`src/rtl/baud_frac_pkg.sv`:
```
package baud_frac_pkg;
    // Default accumulator width; fits thresholds for common clocks and line rates.
    parameter int unsigned DEF_ACC_W = 16;
endpackage

```
`src/rtl/baud_frac_cmp.sv`:
```
module baud_frac_cmp #(
    parameter int unsigned ACC_W = baud_frac_pkg::DEF_ACC_W
) (
    input  logic [ACC_W-1:0] acc_i,
    input  logic [ACC_W-1:0] limit_i,
    output logic             reached_o
);
    // Threshold reached: this edge subtracts instead of adding.
    always_comb begin
        reached_o = (acc_i >= limit_i);
    end
endmodule

```
`src/rtl/baud_frac_update.sv`:
```
module baud_frac_update #(
    parameter int unsigned ACC_W = baud_frac_pkg::DEF_ACC_W
) (
    input  logic [ACC_W-1:0] acc_i,
    input  logic [ACC_W-1:0] step_i,
    input  logic [ACC_W-1:0] limit_i,
    input  logic             reached_i,
    output logic [ACC_W-1:0] acc_o
);
    logic [ACC_W-1:0] sum_w;
    logic [ACC_W-1:0] diff_w;

    always_comb begin
        sum_w  = acc_i + step_i;
        diff_w = acc_i - limit_i;
        acc_o  = reached_i ? diff_w : sum_w;
    end
endmodule

```
`src/rtl/baud_frac_tick.sv`:
```
module baud_frac_tick #(
    parameter int unsigned ACC_W = baud_frac_pkg::DEF_ACC_W
) (
    input  logic             clk_i,
    input  logic             rst_ni,
    input  logic [ACC_W-1:0] step_i,
    input  logic [ACC_W-1:0] limit_i,
    output logic             tick_o
);
    typedef struct packed {
        logic [ACC_W-1:0] acc;
        logic             tick;
    } state_t;

    state_t state_d;
    state_t state_q;

    logic             reached_w;
    logic [ACC_W-1:0] acc_next_w;

    baud_frac_cmp #(.ACC_W(ACC_W)) u_cmp (
        .acc_i     (state_q.acc),
        .limit_i   (limit_i),
        .reached_o (reached_w)
    );

    baud_frac_update #(.ACC_W(ACC_W)) u_upd (
        .acc_i     (state_q.acc),
        .step_i    (step_i),
        .limit_i   (limit_i),
        .reached_i (reached_w),
        .acc_o     (acc_next_w)
    );

    always_comb begin
        state_d      = state_q;
        state_d.acc  = acc_next_w;
        state_d.tick = reached_w;
    end

    always_ff @(posedge clk_i or negedge rst_ni) begin
        if (!rst_ni) begin
            state_q <= '0;
        end else begin
            state_q <= state_d;
        end
    end

    assign tick_o = state_q.tick;

    // a tick only follows an edge where the accumulator had reached the threshold
    a_r3_tick_needs_reach: assert property (@(posedge clk_i) disable iff (!rst_ni)
        tick_o |-> ($past(state_q.acc) >= $past(limit_i)));

    // below the threshold there is no tick on the next cycle
    a_r3_quiet_below: assert property (@(posedge clk_i) disable iff (!rst_ni)
        ($past(rst_ni) && ($past(state_q.acc) < $past(limit_i))) |-> !tick_o);

    // a zero threshold ticks on every cycle
    a_r8_zero_limit: assert property (@(posedge clk_i) disable iff (!rst_ni)
        ($past(rst_ni) && ($past(limit_i) == '0)) |-> tick_o);

    // no back-to-back ticks while the threshold is at least the step and inputs hold
    a_r2_single_pulse: assert property (@(posedge clk_i) disable iff (!rst_ni)
        ($past(tick_o) && $past(rst_ni) && $stable(step_i) && $stable(limit_i)
         && ($past(limit_i) >= $past(step_i))
         && ({1'b0, $past(state_q.acc)} < ({1'b0, $past(limit_i)} + {1'b0, $past(step_i)})))
        |-> !tick_o);

    // reset holds the output low
    a_r1_reset_quiet: assert property (@(posedge clk_i)
        !rst_ni |-> !tick_o);
endmodule

```
`config.mk`:
```
export PLATFORM = sky130hd
export DESIGN_NAME = baud_frac_tick
export DESIGN_NICKNAME = d
export VERILOG_FILES = /design/src/rtl/baud_frac_pkg.sv /design/src/rtl/baud_frac_cmp.sv /design/src/rtl/baud_frac_update.sv /design/src/rtl/baud_frac_tick.sv
export SDC_FILE = /design/constraint.sdc
export NUM_CORES = 1
export LEC_CHECK = 0
export BUFFER_PORTS_ARGS = -buffer_cell sky130_fd_sc_hd__buf_2
export CAP_MARGIN = 20
export CORE_ASPECT_RATIO = 0.75
export CORE_MARGIN = 1
export CORE_UTILIZATION = 35
export DETAILED_ROUTE_END_ITERATION = 10
export HOLD_SLACK_MARGIN = 0.08
export PLACE_DENSITY = 0.65
export SYNTH_ARGS = -nofsm -noshare
export SYNTH_HDL_FRONTEND = slang
export SYNTH_HIERARCHICAL = 1
export SYNTH_SLANG_ARGS = --single-unit
```
`constraint.sdc`:
```
create_clock -name clk_i -period 4.4 [get_ports clk_i]
set_input_delay 0.22 -clock clk_i [delete_from_list [all_inputs] [get_ports clk_i]]
set_output_delay 0.22 -clock clk_i [all_outputs]
set_load 0.02 [all_outputs]
```
==> Word level (Yosys, flattened, before mapping) <==
Cells that the tools add are included.
{ "totals": {"register_bits": 17, "latch_bits": 0, "ramBits": 0, "mem_bits_ro": 0, "inputBits": 34, "output_inout_bits": 1, "n_memories": 0} }
{ "classes": {"addsub": 2, "n_mul": 0, "div_mod_pow": 0, "order_cmp": 1, "eq_ne": 0, "n_shift": 0, "mux": 1, "bitwise": 0, "n_reduce_logical": 0} }
{ "ops": {"columns": ["op", "n"], "rows": [
  ["16-bit adder", 1],
  ["16-bit >= comparator", 1],
  ["16-bit 2-to-1 mux", 1],
  ["16-bit subtractor", 1]
]} }

==> Logic depth before layout (Yosys ltp) <==
{ "depth": {"word_depth": 2, "ltp_mapped": 19, "mapped_depth_nobuf": 17} }

==> Modules after synthesis <==
Netlist, hierarchy kept.
{ "modules_own_cells": {"columns": ["mod", "instances", "cells_each", "area_per_inst_um2", "seq_area_each_um2"], "rows": [
  ["baud_frac_update", 1, 154, 1083.5, 0.0],
  ["baud_frac_tick", 1, 17, 425.4, 425.4],
  ["baud_frac_cmp", 1, 55, 399.1, 0.0]
]} }

==> Least setup slack after synthesis <==
Ideal clock, no wire load.
{ "synth_path": {"path_kind": "register -> register", "startpoint": "reg state_q[12] in the netlist's numbering", "endpoint": "reg state_q[15] in the netlist's numbering", "t_arrival_ps": 3874, "path_slack_ps": 446, "stages_incl_launch_ff": 19, "cell_sequence": "dfrtp_1 -> ha_1 -> and4_1 -> nand3b_1 -> or4_1 -> o211ai_1 -> buf_1 -> clkbuf_1 -> nand2_1 -> o21ai_0 -> ha_1 -> inv_1 -> fa_1 -> a211oi_1 -> o21bai_1 -> a211oi_2 -> o21bai_1 -> a41oi_1 -> xnor2_1"} }
{ "synth_between": {"elab_chain_len": 2, "word_cells_on_any_way": 4, "classes_between": "add/sub: 2; order compare: 1; mux: 1"} }
{ "synth_lines": {"columns": ["element", "line", "rtl"], "rows": [
  ["start, declared", "baud_frac_tick.sv:16", "state_t state_q;"],
  ["start signal, assigned", "baud_frac_tick.sv:45", "state_q <= state_d;"],
  ["16-bit >= comparator", "baud_frac_cmp.sv:10", "reached_o = (acc_i >= limit_i);"],
  ["net reached_w", "baud_frac_tick.sv:18", "logic reached_w;"],
  ["16-bit 2-to-1 mux", "baud_frac_update.sv:16", "acc_o = reached_i ? diff_w : sum_w;"],
  ["net acc_next_w[14]", "baud_frac_tick.sv:19", "logic [ACC_W-1:0] acc_next_w;"]
]} }
The timed path passes the listed nets, and every way through them passes these cells.

==> Worst setup path after layout <==
{ "layout_path": {"startpoint": "reg state_q[12] in the netlist's numbering", "endpoint": "reg state_q[14] in the netlist's numbering"} }
The elaborated chain is that of the path after synthesis.

==> flow_summary.json <==
{
  "syn-cell-area_mm2": 0.001908,
  "ios": 35,
  "die_w_um": 87.26,
  "min_period_over_period_pct": 92.55,
  "start_util_pct": 37.67,
  "yosys.area_share.simple_pct": 18.10,
  "cts_tree": "built",
  "final_layout_size_suffix_gt1_share_pct": 17.80,
  "reg2reg_depth": 15,
  "vias": 1711,
  "fp.coreArea_mm2": 0.005065,
  "die_h_um": 65.95,
  "port_buffers": 34,
  "ff2ff_setup_slack_ns": 0.33,
  "cap_violations": 0,
  "finalCriticalPeriod_ns": 4.072,
  "viasPerCell": 5.092,
  "fin_util_pct": 43.97,
  "ys_async_sr_fraction_pct": 100.0,
  "first_global_vias": 1597,
  "r2r_start": "state_q[12]",
  "max-clock-path-buffers": 2,
  "post_cts_buffers": 0,
  "fin_nets": 332,
  "synth_xor_area_share_pct": 11.02,
  "powerDensity_mw_per_mm2": 827.7,
  "area_delta_synth_final_pct": 16.72,
  "synth_cell_types": 45,
  "worstMarginPinSlew_ns": 0.6320,
  "final_area_mm2": 0.002227,
  "synth_nets": 293,
  "syn_area_per_cell_um2": 8.443,
  "cts_resized": 0,
  "finalSetupViolCount": 0,
  "synth_fa_ha_area_share_pct": 22.03,
  "hpwl_mm": 3.771,
  "layout_commonest_cell": "buf_2",
  "track_usage_pct": 16.47,
  "muxShareOfSynthArea_pct": 1.049,
  "antenna_found_initial": 0,
  "hold_path_end": "state_q[1]",
  "peakVddDrop_uv": 433.4,
  "synth-compound-area-share_pct": 20.39,
  "power.leakage_nw": 1.089,
  "grt_overflow_total": 0,
  "syn_inst": 226,
  "clk_pin_slew_ns": 0.07,
  "synth_top_family_by_area": "adder cells",
  "fmax_ghz": 0.2456,
  "drc": 0,
  "htree_levels": 1,
  "end_kind": "flop",
  "drv_slew": 0,
  "hold_viol": 0,
  "hp-start": "limit_i[0]",
  "crit_fanout": 15,
  "arrival_ns": 4.21,
  "reg2reg_to": "state_q[14]",
  "cts_root_buf": "clkbuf_8",
  "worstPathRequired_ns": 4.53,
  "synth_edf_count": 0,
  "wirelength_mm": 4.521,
  "final.setup.tns_ns": 0,
  "path_class": "reg2reg",
  "ant_nets": 0,
  "cts_made_buffers": 3,
  "dpl_cell_area_mm2": 0.002172,
  "yosysSeqAreaShare_pct": 22.30,
  "rsz0062_at_grt": "no",
  "grt_max_degree": 18,
  "die-area_mm2": 0.005754,
  "synth_flop_cell": "dfrtp_1",
  "cts_sinks": 17,
  "ys_warn_count": 6,
  "wl_per_cell_um": 13.46,
  "globalplace.congestion": 0.8714,
  "clkLatencyLatePin_ns": 0.25,
  "grt_pass1_wl_mm": 7.348,
  "final_cell_mix": "34 x buf_2, 32 x ha_1, 25 x a21oi_1",
  "num_rows": 22,
  "diodes": 0,
  "slew-limit-headroom_pct": 57.68,
  "status": "complete, no violations",
  "first_iter_violations": 86,
  "ys_ff_latch": 17,
  "hold_path.class": "in2reg",
  "finClkSkew_ns": 0.002499,
  "start_kind": "flop",
  "hold_depth": 5,
  "dr.pass1.iters": 4
}
## routing by layer
metal | vias up | part of all wire (%) | global-route usage (%)
met2 | 29 | 42 | 26.17
li1 | 896 | - | -
met4 | 0 | 0.40 | 2.459
met1 | 784 | 54 | 23.71
met3 | 2 | 4.2 | 2.747
met5 | - | 0 | 0
## state kept, by name (all words and copies together), names as in the netlist
signal,flops
state_q,16
tick_o,1
## kinds of logic after synthesis
| group | Yosys count |
|---|---|
| XOR/XNOR | 24 |
| AO/OA/AOI/OAI | 59 |
| adder cells (fa/ha/maj) | 33 |
| multiplexers | 2 |
| flip-flops | 17 |
| AND/OR/NAND/NOR | 65 |
| buffers and inverters | 26 |
## synth_stat cells, drive strengths merged (5+ instances only)
master   n  area, um^2
ha      32       400.4
a21oi   25       125.1
inv     23       86.33
nor2    19       71.32
dfrtp   17       425.4
nand2   16       60.06
xnor2   13       113.9
xor2    11       96.34
nor3     8       40.04
o21ai    7       35.03
a21o     5       37.54
o21a     5       37.54
## worst max-delay path: stages, from the launching register on
cell and delay [ns]:
dfrtp_1 0.40, ha_1 0.31, and4_1 0.24, nand3b_1 0.07
or4_1 0.39, o211ai_1 0.30, buf_4 0.32, nor2_1 0.08
a21oi_1 0.17, ha_1 0.32, a21o_1 0.24, a221oi_1 0.28
nand2_1 0.12, o41ai_2 0.41, o21bai_1 0.13, xor2_1 0.16
## stage by stage
stage | instances | total power, mW | worst slack, ns | hold slack [ns]
after floorplan | 226 | 1.416 | 0.4456 | -0.07559
after global placement | 331 | 1.698 | 0.3880 | 0.1825
after detailed placement | 331 | 1.715 | 0.3563 | 0.1913
after CTS | 336 | 1.851 | 0.3334 | 0.3544
after global routing | 336 | 2.044 | 0.008157 | 0.3832
final | 336 | 1.843 | 0.3279 | 0.3598
## final cells by class
| type | instances | area [um^2] |
|---|---|---|
| well taps | 72 | 90.09 |
| flip-flops and latches | 17 | 425.4 |
| inverters | 23 | 86.33 |
| clock buffers | 4 | 45.04 |
| multi-input cells | 183 | 1385 |
| fillers | 520 | 2838 |
| repair buffers | 37 | 195.2 |
## report_power, final
group	switching [mW]	leakage [nW]	internal, mW	total (mW)
Sequential	0.0586	0.198	0.266	0.324
Clock	0.0545	0.0228	0.0643	0.119
Combinational	0.768	0.868	0.632	1.40
Total	0.881	1.09	0.962	1.84
## timing repair
item / in CTS / in global routing
endpoints found under the setup margin: 0 / 0
endpoints found under the hold margin: 17 / 0
hold buffers: 1 / 0
## worst max-delay path by stage
stage	from	endpoint	slack, ns	cells after the start
final	state_q[12]	state_q[14]	0.33	15
after global routing	state_q[12]	state_q[14]	0.008	15
after global placement	state_q[12]	state_q[16]	0.39	15
after floorplan	state_q[12]	state_q[15]	0.45	18
after detailed placement	state_q[12]	state_q[14]	0.36	15
after CTS	state_q[12]	state_q[16]	0.33	15
(Power assumes the default switching activity.)
